--- src/rtl/cfg_boot_loader.sv ---
module cfg_boot_loader #(
  parameter logic [15:0] DEF_VID  = 16'h1209,
  parameter logic [15:0] DEF_PID  = 16'h0001,
  parameter logic [5:0]  DEF_GAIN = 6'h10,
  parameter logic [15:0] DEF_MAX  = 16'h1E00,
  parameter logic [15:0] DEF_MIN  = 16'hF000,
  parameter int          AW       = 8
) (
  input  logic          clk,
  input  logic          rst_n,
  output logic          mem_rd,
  output logic [AW-1:0] mem_addr,
  input  logic          mem_ack,
  input  logic          mem_err,
  input  logic [7:0]    mem_data,
  output logic          done,
  output logic          mem_ok,
  output logic [15:0]   vid,
  output logic [15:0]   pid,
  output logic [3:0]    str_present,
  output logic          sel_off,
  output logic          wake_en,
  output logic [5:0]    rec_gain,
  output logic          rec_mute,
  output logic          rec_line,
  output logic [15:0]   gain_max,
  output logic [15:0]   gain_min,
  output logic [7:0]    len_mfr,
  output logic [7:0]    len_prod,
  output logic [7:0]    len_ser,
  output logic          boost_en,
  output logic          pll_adj_en,
  input  logic          str_req,
  input  logic [1:0]    str_sel,
  input  logic [7:0]    str_idx,
  output logic          str_valid,
  output logic [15:0]   str_unit
);
  localparam logic [AW-1:0] LAST     = AW'(8'h12);
  localparam logic [AW-1:0] STR_BASE = AW'(8'h50);

  logic        loading, fetching, ok_q;
  logic [7:0]  sig0, flags, rec, lm, lp, ls;
  logic [1:0]  misc;
  logic [15:0] vid_q, pid_q, max_q, min_q;
  logic [AW-1:0] str_addr;

  wire resp   = mem_ack | mem_err;
  wire apply  = done & ok_q;
  wire rec_on = apply & flags[4];
  wire lim_on = apply & flags[5];
  wire sig_bad = (mem_addr == AW'(8'h01)) && ({mem_data, sig0} != 16'h4D43);

  assign str_addr = STR_BASE + AW'(str_idx)
                  + ((str_sel != 2'd0) ? AW'(lm) : '0)
                  + (str_sel[1] ? AW'(lp) : '0);

  always_ff @(posedge clk or negedge rst_n) begin
    if (!rst_n) begin
      loading <= 1'b1; fetching <= 1'b0; ok_q <= 1'b0; done <= 1'b0;
      mem_rd <= 1'b0; mem_addr <= '1;
      sig0 <= '0; flags <= '0; rec <= '0; lm <= '0; lp <= '0; ls <= '0; misc <= '0;
      vid_q <= '0; pid_q <= '0; max_q <= '0; min_q <= '0;
      str_valid <= 1'b0; str_unit <= '0;
    end else begin
      str_valid <= 1'b0;
      if (loading) begin
        if (mem_rd && resp) begin
          mem_rd <= 1'b0;
          if (mem_err || sig_bad) begin
            loading <= 1'b0; done <= 1'b1;
          end else begin
            case (mem_addr[7:0])
              8'h00: sig0 <= mem_data;
              8'h02: flags <= mem_data;
              8'h03: rec <= mem_data;
              8'h05: max_q[7:0] <= mem_data;
              8'h06: max_q[15:8] <= mem_data;
              8'h07: min_q[7:0] <= mem_data;
              8'h08: min_q[15:8] <= mem_data;
              8'h0B: lm <= mem_data;
              8'h0C: lp <= mem_data;
              8'h0D: ls <= mem_data;
              8'h0E: vid_q[7:0] <= mem_data;
              8'h0F: vid_q[15:8] <= mem_data;
              8'h10: pid_q[7:0] <= mem_data;
              8'h11: pid_q[15:8] <= mem_data;
              8'h12: misc <= mem_data[1:0];
              default: ;
            endcase
            if (mem_addr == LAST) begin
              loading <= 1'b0; done <= 1'b1; ok_q <= 1'b1;
            end
          end
        end else if (!mem_rd) begin
          mem_rd <= 1'b1;
          mem_addr <= mem_addr + 1'b1;
        end
      end else if (fetching) begin
        if (resp) begin
          mem_rd <= 1'b0; fetching <= 1'b0; str_valid <= 1'b1;
          str_unit <= mem_err ? 16'h0000 : {8'h00, mem_data};
        end
      end else if (done && str_req) begin
        if (ok_q) begin
          fetching <= 1'b1; mem_rd <= 1'b1; mem_addr <= str_addr;
        end else begin
          str_valid <= 1'b1; str_unit <= 16'h0000;
        end
      end
    end
  end

  assign mem_ok      = apply;
  assign vid         = apply ? vid_q : DEF_VID;
  assign pid         = apply ? pid_q : DEF_PID;
  assign str_present = apply ? flags[3:0] : 4'h0;
  assign sel_off     = apply & flags[6];
  assign wake_en     = apply & flags[7];
  assign rec_gain    = rec_on ? rec[5:0] : DEF_GAIN;
  assign rec_mute    = rec_on & rec[6];
  assign rec_line    = rec_on & rec[7];
  assign gain_max    = lim_on ? max_q : DEF_MAX;
  assign gain_min    = lim_on ? min_q : DEF_MIN;
  assign len_mfr     = apply ? lm : 8'h00;
  assign len_prod    = apply ? lp : 8'h00;
  assign len_ser     = apply ? ls : 8'h00;
  assign boost_en    = apply & misc[0];
  assign pll_adj_en  = apply & misc[1];

  a_r1_hold_request: assert property (@(posedge clk) disable iff (!rst_n)
    (mem_rd && !resp) |=> (mem_rd && $stable(mem_addr)));
  a_r1_gap_after_response: assert property (@(posedge clk) disable iff (!rst_n)
    (mem_rd && resp) |=> !mem_rd);
  a_r4_done_sticky: assert property (@(posedge clk) disable iff (!rst_n)
    done |=> done);
  a_r11_no_read_when_invalid: assert property (@(posedge clk) disable iff (!rst_n)
    (done && !mem_ok) |=> !mem_rd);
  a_r10_single_pulse: assert property (@(posedge clk) disable iff (!rst_n)
    str_valid |=> !str_valid);
endmodule

--- config.mk ---
export PLATFORM = sky130hd
export DESIGN_NAME = cfg_boot_loader
export DESIGN_NICKNAME = d
export VERILOG_FILES = /design/src/rtl/cfg_boot_loader.sv
export SDC_FILE = /design/constraint.sdc
export NUM_CORES = 1
export LEC_CHECK = 0
export BUFFER_PORTS_ARGS = -buffer_cell sky130_fd_sc_hd__buf_2
export CORE_ASPECT_RATIO = 2
export CORE_UTILIZATION = 40
export CTS_CLUSTER_SIZE = 28
export DETAILED_ROUTE_END_ITERATION = 12
export GPL_ROUTABILITY_DRIVEN = 0
export PLACE_DENSITY = 0.72
export SLEW_MARGIN = 40
export SYNTH_ARGS = -nofsm -noshare
export SYNTH_HDL_FRONTEND = slang
export SYNTH_SLANG_ARGS = --single-unit
--- constraint.sdc ---
create_clock -name clk -period 3.5 [get_ports clk]
set_clock_uncertainty 0.2 [all_clocks]
set_input_delay 0.35 -clock clk [delete_from_list [all_inputs] [get_ports clk]]
set_output_delay 0.35 -clock clk [all_outputs]
set_load 0.05 [all_outputs]
==> out/results.txt <==
Fin. Hold Viols -> 0
P&R area growth vs syn -> 22.8%
Worst Min Path Start -> str_req
Seq/Total Area, Yosys -> 48.9%
Detailed Route WL -> 18,400 um
Startpoint class of the critical path -> flip-flop
Critical Path RT -> 3610 ps
Status -> complete, no violations
# IOs -> 155
Diodes inserted -> 0
Max Clk Rate -> 0.338 GHz
Routed Antenna Nets -> 0
Top_reg_cell synth -> dfrtp_1
Setup total negative slack -> 0 ps
Net count, final -> 793
Placed insts -> 937
CP Data Arrival Time -> 3060 ps
Post-synth cell types -> 47
DR vias -> 5,156
Congestion Overflow GR -> 0
Cell Area, Synth -> 0.00698 mm2
DR DRC count -> 0
Final Critical Period -> 2960 ps
TritonCTS Buffers -> 17
RSZ-0062 raised after global routing -> false
Worst slew margin -> 46.3%
Share of layout cells above drive strength 1 -> 44.9%
Max Cap Violations -> 0
EDFF count, synth -> 0
Worst R2R Setup Slack -> 540 ps
Period utilisation layout -> 84.5%
Hold Path Depth -> 3
Worst hold endpoint -> mem_rd$_DFFE_PN0P_
Crit Path Class -> reg2reg
Die ar. -> 0.0180 mm2
Reg-to-Reg Start -> lp[3]$_DFFE_PN0P_
Most common cell after layout, fill and taps aside -> buf_2
Clock Pin Slew Worst Setup and Hold Paths -> 60 ps
CTS tree -> yes
Clk Latency, worst-skew pair -> 420 ps
Crit Path Max Fanout -> 3
Global Route Usage Sum -> 21.4%
Post-route setup slack -> 544 ps
Biggest area consumer among synthesized cells -> dfrtp_1
CTS max path bufs -> 2
Clock root cell -> clkbuf_16
Overall Power -> 0.00360 W
Via density -> 5.32
Final std cells w/o fill -> 970
Initial Utilization -> 40.6%
First-pass GRT wire length -> 28,400 um
Hold/Removal Path Class -> in2reg
Setup-failing EPs final -> 0
YS warnings -> 0
Largest cells by area after synthesis -> dfrtp_1, mux2_2, and3_1
Port Buffers -> 146
Initial antenna violation count -> 0
VDD IR max -> 333 uV
Worst-Margin Slew -> 801 ps
Site row count -> 68
Post-synth top area share -> 45.5%
Dpl ws -> 155 ps
HPWL after DPL -> 12,900 um
Syn_area_per_cell -> 11.5 um2
R2R depth -> 10
Max Slew Vio Count -> 0
DRT Pass-1 Iters -> 4
Worst R2R End -> mem_addr[7]$_DFFE_PN1P_
#FFs+latches synth -> 136
H-Tree Depth -> 4
Drt initial violations -> 230
Routed wire per std cell -> 19.0 um
Most frequent cells in the layout -> buf_2, dfrtp_1, mux2_2
Crit. End Element -> flip-flop
Mapped Cells -> 605
Die span in x -> 95.4 um
Core Box Area -> 0.0172 mm2
Pleak -> 4.77 nW
Clk sinks -> 136
Die Y -> 189 um
Synth async-reset ratio -> 100%
Pin count of the biggest net entering global routing -> 75
PwrDens -> 419 mW/mm2
Vias in the first global route -> 5,276
[through the flow]
step	cell area, um2	util (%)	hold slack [ps]
after floorplan	7010	-	-146
after CTS	8580	49.9	68.6
final	8580	49.9	88.7
after detailed placement	7940	46.2	85.1
after global placement	7910	46.0	261
after global routing	8580	49.9	97.5
[area by class of cell]
type | instances | area, um2
Clock buffer | 19 | 453
Clock inverter | 13 | 170
Fill cell | 1580 | 8610
Inverter | 28 | 105
Multi-Input combinational cell | 401 | 3280
Sequential cell | 136 | 3410
Tap cell | 210 | 263
Timing Repair Buffer | 163 | 891
[worst max-delay path by stage]
stage	from	endpoint	slack (ps)
3_3_place_gp	str_sel[1]	mem_addr[7]$_DFFE_PN1P_	320
5_1_grt	lp[3]$_DFFE_PN0P_	mem_addr[7]$_DFFE_PN1P_	390
6_report	lp[3]$_DFFE_PN0P_	mem_addr[7]$_DFFE_PN1P_	540
2_1_floorplan	str_sel[1]	mem_addr[7]$_DFFE_PN1P_	310
3_5_place_dp	str_sel[1]	mem_addr[7]$_DFFE_PN1P_	160
4_1_cts	lp[3]$_DFFE_PN0P_	mem_addr[7]$_DFFE_PN1P_	560
[synthesized netlist by cell type, drive strengths merged, types with 2 or more instances]
library cell	n
a211oi	2
a21o	2
a21oi	10
and2	6
and3	93
buf	10
clkbuf	37
dfrtp	127
dfstp	9
fa	8
ha	15
inv	28
mux2	115
mux2i	5
nand2	40
nand2b	11
nand3	5
nand3b	2
nor2	6
nor2b	2
nor3	9
nor4	7
o21ai	18
o21bai	2
o22ai	2
or2	10
or4	2
or4b	4
xnor2	6
xor2	2
[per-layer routing]
metal | GRT usage, % | wire length (um) | vias up
met5 | 0 | 0 | -
met4 | 11.9 | 859 | 0
met3 | 3.31 | 617 | 49
met2 | 37.7 | 10200 | 143
met1 | 23.7 | 6750 | 2586
li1 | - | - | 2378
[logic make-up after synthesis]
family / share of synthesized area, %
simple gates: 17.8
flops: 48.9
compound gates: 3.55
buf+inv: 4.48
mux: 19.3
other cells: 0.0537
xor+xnor: 1.00
fa+ha+maj: 4.98
[sequential cells by signal, indices dropped and copies added, names as in the netlist, 2 cells and up]
signal,cells
max_q,16
min_q,16
pid_q,16
vid_q,16
flags,8
lm,8
lp,8
ls,8
mem_addr,8
rec,8
sig0,8
str_unit,8
misc,2
[worst max-delay path, cell delays in order, from the launching register on]
cell and delay, ps:
dfrtp_1 370, nand2_1 80, fa_1 500, inv_1 40, ha_1 310, ha_1 330
a211oi_1 330, o21bai_1 120, a21oi_1 180, xnor2_1 90, a222oi_1 300
[power breakdown]
group | switching, W | internal, W
sequential | 0.000000451 | 0.00157
clock | 0.000696 | 0.00116
combinational | 0.000124 | 0.0000362
[repair_timing]
action / in CTS / in global routing
setup buffers: 0 / 0
resized for setup: 0 / 0
hold buffers: 1 / 0
hold endpoints to repair: 46 / 0
No activity file was read; power rests on OpenSTA's default activity.
